## src/rtl/irr_pkg.sv

```systemverilog
package irr_pkg;
  localparam int HALF_W = 16;
  localparam int WORD_W = 2 * HALF_W;

  typedef enum logic [2:0] {
    S_IDLE,
    S_REQ_LO,
    S_WAIT_LO,
    S_REQ_HI,
    S_WAIT_HI
  } irr_state_e;

  // A halfword whose two low bits are both set opens a 32-bit instruction.
  function automatic logic opens_wide(input logic [HALF_W-1:0] h);
    return h[0] & h[1];
  endfunction
endpackage

```

## src/rtl/irr_addr_calc.sv

```systemverilog
module irr_addr_calc #(
  parameter int ADDR_W = 32
) (
  input  logic [ADDR_W-1:0] ret_word_i,
  output logic              short_flag_o,
  output logic [ADDR_W-1:0] lo_addr_o,
  output logic [ADDR_W-1:0] hi_addr_o
);
  localparam logic [ADDR_W-1:0] OFS_SHORT = ADDR_W'(3);
  localparam logic [ADDR_W-1:0] OFS_LONG  = ADDR_W'(4);
  localparam logic [ADDR_W-1:0] HALF_STEP = ADDR_W'(2);

  function automatic logic [ADDR_W-1:0] insn_start(input logic [ADDR_W-1:0] rw);
    return rw - (rw[0] ? OFS_SHORT : OFS_LONG);
  endfunction

  assign short_flag_o = ret_word_i[0];
  assign lo_addr_o    = insn_start(ret_word_i);
  assign hi_addr_o    = lo_addr_o + HALF_STEP;
endmodule

```

## src/rtl/irr_word_asm.sv

```systemverilog
module irr_word_asm
  import irr_pkg::*;
(
  input  logic              clk,
  input  logic              rst,
  input  logic              clear_i,
  input  logic              lo_we_i,
  input  logic              hi_we_i,
  input  logic [HALF_W-1:0] data_i,
  output logic [WORD_W-1:0] word_o,
  output logic              wide_o
);
  logic [HALF_W-1:0] lo_q, hi_q;

  always_ff @(posedge clk) begin
    if (rst || clear_i) begin
      lo_q <= '0;
      hi_q <= '0;
    end else begin
      if (lo_we_i) lo_q <= data_i;
      if (hi_we_i) hi_q <= data_i;
    end
  end

  assign word_o = {hi_q, lo_q};
  assign wide_o = opens_wide(lo_q);

  // the upper half is written only when the low half opened a wide instruction.
  assert_hi_only_wide_R4: assert property (@(posedge clk) disable iff (rst)
    hi_we_i |-> wide_o);
endmodule

```

## src/rtl/irr_top.sv

```systemverilog
module irr_top
  import irr_pkg::*;
#(
  parameter int ADDR_W = 32
) (
  input  logic                   clk,
  input  logic                   rst,
  input  logic                   start_i,
  input  logic [ADDR_W-1:0]      ret_word_i,
  output logic                   busy_o,
  output logic                   done_o,
  output logic                   rd_req_valid_o,
  input  logic                   rd_req_ready_i,
  output logic [ADDR_W-1:0]      rd_addr_o,
  input  logic                   rd_data_valid_i,
  input  logic [HALF_W-1:0]      rd_data_i,
  output logic [ADDR_W-1:0]      insn_addr_o,
  output logic [WORD_W-1:0]      insn_word_o,
  output logic                   insn_wide_o,
  output logic                   err_o
);
  irr_state_e        state_q, state_d;
  logic [ADDR_W-1:0] ret_q;
  logic              short_flag;
  logic [ADDR_W-1:0] lo_addr, hi_addr;
  logic              done_q, err_q;

  // Named internal events
  logic start_acc, req_fire, lo_take, hi_take, lo_is_wide, finish, finish_err;

  assign start_acc  = start_i && (state_q == S_IDLE);
  assign req_fire   = rd_req_valid_o && rd_req_ready_i;
  assign lo_take    = (state_q == S_WAIT_LO) && rd_data_valid_i;
  assign hi_take    = (state_q == S_WAIT_HI) && rd_data_valid_i;
  assign lo_is_wide = opens_wide(rd_data_i);
  assign finish     = (lo_take && !lo_is_wide) || hi_take;
  // mismatch: decoded "is 16-bit" differs from saved flag
  assign finish_err = hi_take ? short_flag : !short_flag;

  irr_addr_calc #(.ADDR_W(ADDR_W)) u_addr (
    .ret_word_i   (ret_q),
    .short_flag_o (short_flag),
    .lo_addr_o    (lo_addr),
    .hi_addr_o    (hi_addr)
  );

  irr_word_asm u_asm (
    .clk     (clk),
    .rst     (rst),
    .clear_i (start_acc),
    .lo_we_i (lo_take),
    .hi_we_i (hi_take),
    .data_i  (rd_data_i),
    .word_o  (insn_word_o),
    .wide_o  (insn_wide_o)
  );

  always_comb begin
    state_d = state_q;
    unique case (state_q)
      S_IDLE:    if (start_acc) state_d = S_REQ_LO;
      S_REQ_LO:  if (req_fire) state_d = S_WAIT_LO;
      S_WAIT_LO: if (lo_take) state_d = lo_is_wide ? S_REQ_HI : S_IDLE;
      S_REQ_HI:  if (req_fire) state_d = S_WAIT_HI;
      S_WAIT_HI: if (hi_take) state_d = S_IDLE;
      default:   state_d = S_IDLE;
    endcase
  end

  always_ff @(posedge clk) begin
    if (rst) begin
      state_q <= S_IDLE;
      ret_q   <= '0;
      done_q  <= 1'b0;
      err_q   <= 1'b0;
    end else begin
      state_q <= state_d;
      done_q  <= finish;
      if (start_acc) begin
        ret_q <= ret_word_i;
        err_q <= 1'b0;
      end else if (finish) begin
        err_q <= finish_err;
      end
    end
  end

  assign busy_o         = (state_q != S_IDLE);
  assign done_o         = done_q;
  assign err_o          = err_q;
  assign insn_addr_o    = lo_addr;
  assign rd_req_valid_o = (state_q == S_REQ_LO) || (state_q == S_REQ_HI);
  assign rd_addr_o      = (state_q == S_REQ_HI) ? hi_addr : lo_addr;

  // ---------------- assertions ----------------
  assert_addr_even_R1: assert property (@(posedge clk) disable iff (rst)
    rd_req_valid_o |-> !rd_addr_o[0]);

  assert_req_held_R2: assert property (@(posedge clk) disable iff (rst)
    rd_req_valid_o && !rd_req_ready_i |=> rd_req_valid_o && $stable(rd_addr_o));

  assert_hi_addr_R3: assert property (@(posedge clk) disable iff (rst)
    (state_q == S_REQ_HI) |-> rd_addr_o == ADDR_W'(insn_addr_o + ADDR_W'(2)));

  assert_short_upper_R4: assert property (@(posedge clk) disable iff (rst)
    done_o && !insn_wide_o |-> insn_word_o[WORD_W-1:HALF_W] == '0);

  assert_err_match_R5: assert property (@(posedge clk) disable iff (rst)
    done_o |-> err_o == (insn_wide_o == short_flag));

  assert_no_req_idle_R6: assert property (@(posedge clk) disable iff (rst)
    !busy_o |-> !rd_req_valid_o);

  assert_done_pulse_R7: assert property (@(posedge clk) disable iff (rst)
    done_o |=> !done_o);

  assert_hold_R7: assert property (@(posedge clk) disable iff (rst)
    !busy_o && !start_i |=> $stable(insn_word_o) && $stable(err_o) && $stable(insn_addr_o));

  assert_ignore_start_R8: assert property (@(posedge clk) disable iff (rst)
    busy_o |=> $stable(insn_addr_o));
endmodule

```

## config.mk

```make
export PLATFORM = sky130hd
export DESIGN_NAME = irr_top
export DESIGN_NICKNAME = d
export VERILOG_FILES = /design/src/rtl/irr_pkg.sv /design/src/rtl/irr_addr_calc.sv /design/src/rtl/irr_word_asm.sv /design/src/rtl/irr_top.sv
export SDC_FILE = /design/constraint.sdc
export NUM_CORES = 1
export LEC_CHECK = 0
export ABC_AREA = 0
export BUFFER_PORTS_ARGS = -buffer_cell sky130_fd_sc_hd__buf_2
export CAP_MARGIN = 40
export CORE_UTILIZATION = 46
export CTS_BUF_LIST = sky130_fd_sc_hd__clkbuf_4 sky130_fd_sc_hd__clkbuf_8
export DETAILED_ROUTE_END_ITERATION = 8
export PLACE_DENSITY = 0.78
export SETUP_SLACK_MARGIN = 0.15
export SYNTH_ARGS = -nofsm -noshare
export SYNTH_HDL_FRONTEND = slang
export SYNTH_SLANG_ARGS = --single-unit
```

## constraint.sdc

```tcl
create_clock -name clk -period 4.2 [get_ports clk]
set_clock_uncertainty 0.15 [all_clocks]
set_input_delay 1.05 -clock clk [delete_from_list [all_inputs] [get_ports clk]]
set_output_delay 1.05 -clock clk [all_outputs]
set_load 0.02 [all_outputs]
```

---- After elaboration in Yosys (flattened, before gate mapping) ----
Cells that the tools add are included.
cells by class
  add/subtract/negate cells ............... 2
  eq/ne operators ......................... 9
  muxes and demuxes ....................... 10
  bitwise gates (word level) .............. 2
  reduce and logical (&&, ||, !) cells .... 14
operators by type and width
  cell                     count
  $add A32 B2 Y32 const B  1
  $mux W32                 1
  $sub A32 B32 Y32         1
  $mux W3                  6
  $pmux W3 S5              1
  $ne A2 B2 Y1 const B     4
  $eq A3 B2 Y1 const B     2
  $logic_and A1 B1 Y1      5
  $reduce_and A5 Y1        1
  $eq A3 B1 Y1 const B     1
  $eq A3 B3 Y1 const B     1
  $logic_not A3 Y1         1
  $logic_or A1 B1 Y1       3
  $reduce_bool A3 Y1       1
  $and A1 B1 Y1            2
  $logic_not A1 Y1         2
  $mux W2                  1
  $ne A2 B1 Y1 const B     1
  $reduce_or A2 Y1         1
  $mux W1                  1
storage, ports and cells
  register bits ........................... 69
  input bits .............................. 53

---- Logic depth before layout (Yosys ltp) ----
  depth in word-level cells ............... 5
  gate-level depth with buffers ........... 10
  mapped depth without buffers ............ 10

---- Modules after synthesis ----
From an unflattened synthesis, not the netlist that was laid out.
second synthesis, totals
  cells, all modules ...................... 543
  area total of the unflattened synthesis .. 4654.5 µm²
by module, submodules not included
  module         times used  cells each  area an instance (µm²)
  irr_top        1           215         1896.8
  irr_addr_calc  1           222         1552.7
  irr_word_asm   1           106         1204.9

---- Worst setup path after synthesis ----
Ideal clock, no wire load.
  path type ............................... flip-flop to output port
  start point ............................. register ret_q[1]
  end point ............................... output port rd_addr_o[31]
  data arrival time ....................... 3.216 ns
  required time ........................... 3.000 ns
  slack ................................... -0.216 ns
  cell stages (with the launch flop) ...... 11
  path buffers ............................ 1
  cell sequence ........................... dfxtp_1 > inv_1 > ha_1 > o21ai_0 > nand4_4 > buf_4 > nor3_1 > xor2_1 > nand4_2 > nor4_2 > xor2_1
between the ends
  cells in the longest elaborated chain, start to end .. 3
ends and longest elaborated chain
  item                       RTL line             RTL
  start, declared            irr_top.sv:23        logic [ADDR_W-1:0] ret_q;
  start signal, assigned     irr_top.sv:80        ret_q <= ret_word_i;
  $sub A32 B32 Y32           irr_addr_calc.sv:14  return rw - (rw[0] ? OFS_SHORT : OFS_LONG);
  named net insn_addr_o[19]  irr_top.sv:17        output logic [ADDR_W-1:0] insn_addr_o,
  $add A32 B2 Y32            irr_addr_calc.sv:19  assign hi_addr_o = lo_addr_o + HALF_STEP;
  $mux W32                   irr_top.sv:93        assign rd_addr_o = (state_q == S_REQ_HI) ? hi_addr : lo_addr;
  end, declared              irr_top.sv:14        output logic [ADDR_W-1:0] rd_addr_o,
The timed path passes the listed nets, and every way through them passes these cells.

---- Worst setup path after layout ----
  start point ............................. register ret_q[9]
  end point ............................... output port rd_addr_o[30]
between the ends
  cells in the longest elaborated chain, start to end .. 3
ends and longest elaborated chain
  item                  RTL line
  $sub A32 B32 Y32 (*)  irr_addr_calc.sv:14
  $add A32 B2 Y32       irr_addr_calc.sv:19
  $mux W32 (*)          irr_top.sv:93
Every way passes the cells marked *; elsewhere a longest branch is shown, timed or not.

==> results.json <==
{
  "status": "finished with violations",
  "violations": "negative setup slack",
  "ctsHtreeMaxLevel": 3,
  "rr_startpoint": "state_q[1]",
  "async_reset_ff_frac": 0,
  "crit_path_end_kind": "output pin",
  "placed_cell_area_um2": 5300,
  "finalSetupViolations": 16,
  "min_period_ns": 4.43,
  "synth-main-ff-cell": "dfxtp_1",
  "wl_met2_um": 6640,
  "p_clk_frac": 0.259,
  "rsz0062_at_grt": "true",
  "grt-ovfl-total": 0,
  "yosysWarnings": 0,
  "drt-pass1-iter-count": 5,
  "synth.area.top_cells": "dfxtp_1, nand2_1, a21oi_1",
  "cp-startpoint": "ret_q[9]",
  "syn_area_um2": 4110,
  "netlist_top_cells_count": "nand2_1, dfxtp_1, a21oi_1, clkbuf_1, xor2_1",
  "path_max_fanout": 9,
  "wl_per_cell_um": 15.2,
  "antenna_found_initial": 0,
  "die_y_um": 96.5,
  "crit_type": "reg -> out",
  "worst-endpoint-required_ns": 3.00,
  "io_buffers": 151,
  "maxSlewHeadroom": 0.495,
  "setup_slack_ns": -0.231,
  "synth.distinct_cells": 57,
  "die_w_um": 96.5,
  "yosys.area.top_type": "dfxtp_1",
  "grt_max_degree": 38,
  "arrival_ns": 3.23,
  "drc": 0,
  "n_fill_cell": 688,
  "tightest_slew_ns": 0.755,
  "cts.sinks": 69,
  "antenna_cells": 0,
  "avgSynthCellArea_um2": 7.32,
  "area_delta_synth_final_pct": 48.9,
  "p_leak_nw": 2.89,
  "routabilityCongestion": 0.939,
  "p_switching_mw": 0.869,
  "p_int_mw": 1.42,
  "design_area_um2": 6110,
  "p_comb_frac": 0.429,
  "dp_hpwl_um": 8960,
  "vdd.ir_drop.worst_v": 0.000248,
  "yosys.area.top_type_share": 0.336,
  "cts_hold_buf": 0,
  "drt-vias-per-instance": 5.48,
  "vias": 4733,
  "synth_most_common_cell": "nand2_1",
  "grt_pass1_vias": 4266,
  "final_nets": 808,
  "wl_met3_um": 952,
  "initial_utilization": 0.473,
  "hold_violations": 0,
  "clock-root-buffer": "clkbuf_8",
  "drv_slew": 0,
  "clockBufferDepth": 2,
  "synth-edff-count": 0,
  "seq_area_frac_synth": 0.336,
  "layout-drive-gt1-share": 0.411,
  "fp-row-count": 34,
  "drt_iter0_drc": 206,
  "highest_layer": "met4",
  "grt_usage": 0.266,
  "synth.ff_latch_count": 69,
  "cts_tree": "yes",
  "p_sw_frac": 0.380,
  "clkTransAtPathRegs_ns": 0.08,
  "numCtsBuffers": 9,
  "final_util": 0.704,
  "period_share": 1.05,
  "die-area_um2": 9310,
  "drt-total-wl_um": 13100,
  "ant_nets": 0,
  "min_path_type": "reg -> reg",
  "seq_power_share": 0.312,
  "core_um2": 8680,
  "synthCells": 561,
  "startpoint_type": "register",
  "min-delay-start": "u_asm.hi_q[14]",
  "maxCapViolations": 0,
  "power_density_nw_per_um2": 374,
  "clock_latency_ns": 0.34,
  "fmax_ghz": 0.226,
  "wl_met1_um": 5300,
  "grt_pass1_wl_um": 19500,
  "io-pin-count": 154
}
==> power groups by stage <==
stage | clock (mW) | combinational [mW] | sequential, mW
3_3_place_gp | 0 | 0.816 | 0.723
4_1_cts | 0.604 | 0.899 | 0.711
6_report | 0.593 | 0.983 | 0.713
2_1_floorplan | 0 | 0.576 | 0.720
3_5_place_dp | 0 | 0.839 | 0.725
5_1_grt | 0.630 | 1.06 | 0.716
==> cells by family after synthesis <==
group           count (synthesis)  share of synthesized area
simple gates                  286                      0.351
mux                             2                    0.00518
xor+xnor                       44                     0.0938
flops                          69                      0.336
compound gates                107                      0.150
buf+inv                        48                     0.0503
fa+ha+maj                       4                     0.0122
other cells                     1                   0.000913
==> cell usage in the layout (no fill, tap or decap), drive strengths merged, types with 9 or more instances in the layout <==
cell	synthesis	routed
o21ai	13	13
dfxtp	69	69
nand3	12	12
or4	9	9
clkbuf	24	10
inv	15	15
a21oi	67	67
buf	9	211
nor3	21	21
or3	14	14
nor2	19	19
nand4	12	12
xor2	23	23
nand2	165	165
xnor2	21	21
==> critical path, stage by stage (launching register included) <==
cell	delay [ns]
dfxtp_1	0.35
nor4_4	0.37
nand4_1	0.27
buf_4	0.25
or4_1	0.56
a22oi_2	0.23
nand4_1	0.25
nor3_4	0.26
xnor2_1	0.17
buf_4	0.19
==> area by class of cell <==
cell class / count / area, µm² / area share
Sequential cell: 69 / 1390 / 0.228
Timing Repair Buffer: 211 / 1350 / 0.221
Tap cell: 108 / 135 / 0.0221
Clock buffer: 10 / 131 / 0.0215
Multi-Input combinational cell: 445 / 2960 / 0.485
Clock inverter: 6 / 87.6 / 0.0143
Inverter: 15 / 56.3 / 0.00921
==> flip-flops by register name, summed over array words and instances, names as in the netlist <==
name / flops
u_asm.hi_q: 16
err_o: 1
done_o: 1
state_q: 3
ret_q: 32
u_asm.lo_q: 16
==> path summary, 6_finish.rpt <==
kind,endpoint,slack (ns),depth (start not counted)
max reg2reg,err_o,2.00,5
min,u_asm.hi_q[14],0.30,2
min reg2reg,u_asm.hi_q[14],0.30,2
max,rd_addr_o[30],-0.23,9
==> stage by stage <==
stage,hold WS [ns],setup TNS (ns),cells,setup slack [ns],total power [mW]
final,0.303,-2.29,864,-0.231,2.29
after global routing,0.317,-5.12,864,-0.416,2.41
after CTS,0.305,-1.75,857,-0.167,2.21
after detailed placement,0.295,-0.140,822,-0.0758,1.56
after global placement,0.290,0,821,0.0417,1.54
after floorplan,0.298,0,562,0.0695,1.30
==> routing by layer <==
layer / up-vias / global-route usage
li1: 2278 / -
met1: 2240 / 0.316
met2: 192 / 0.467
met3: 23 / 0.0571
met4: 0 / 0.0968
met5: - / 0
==> timing repair <==
item                                   in CTS  in global routing
pin swaps                                  24                 11
setup endpoints to repair                  21                 23
gates resized for setup                    52                 40
buffers inserted                           19                  7
endpoints found under the hold margin       0                  0
cloned                                      0                  0
No activity file was read; power rests on OpenSTA's default activity.
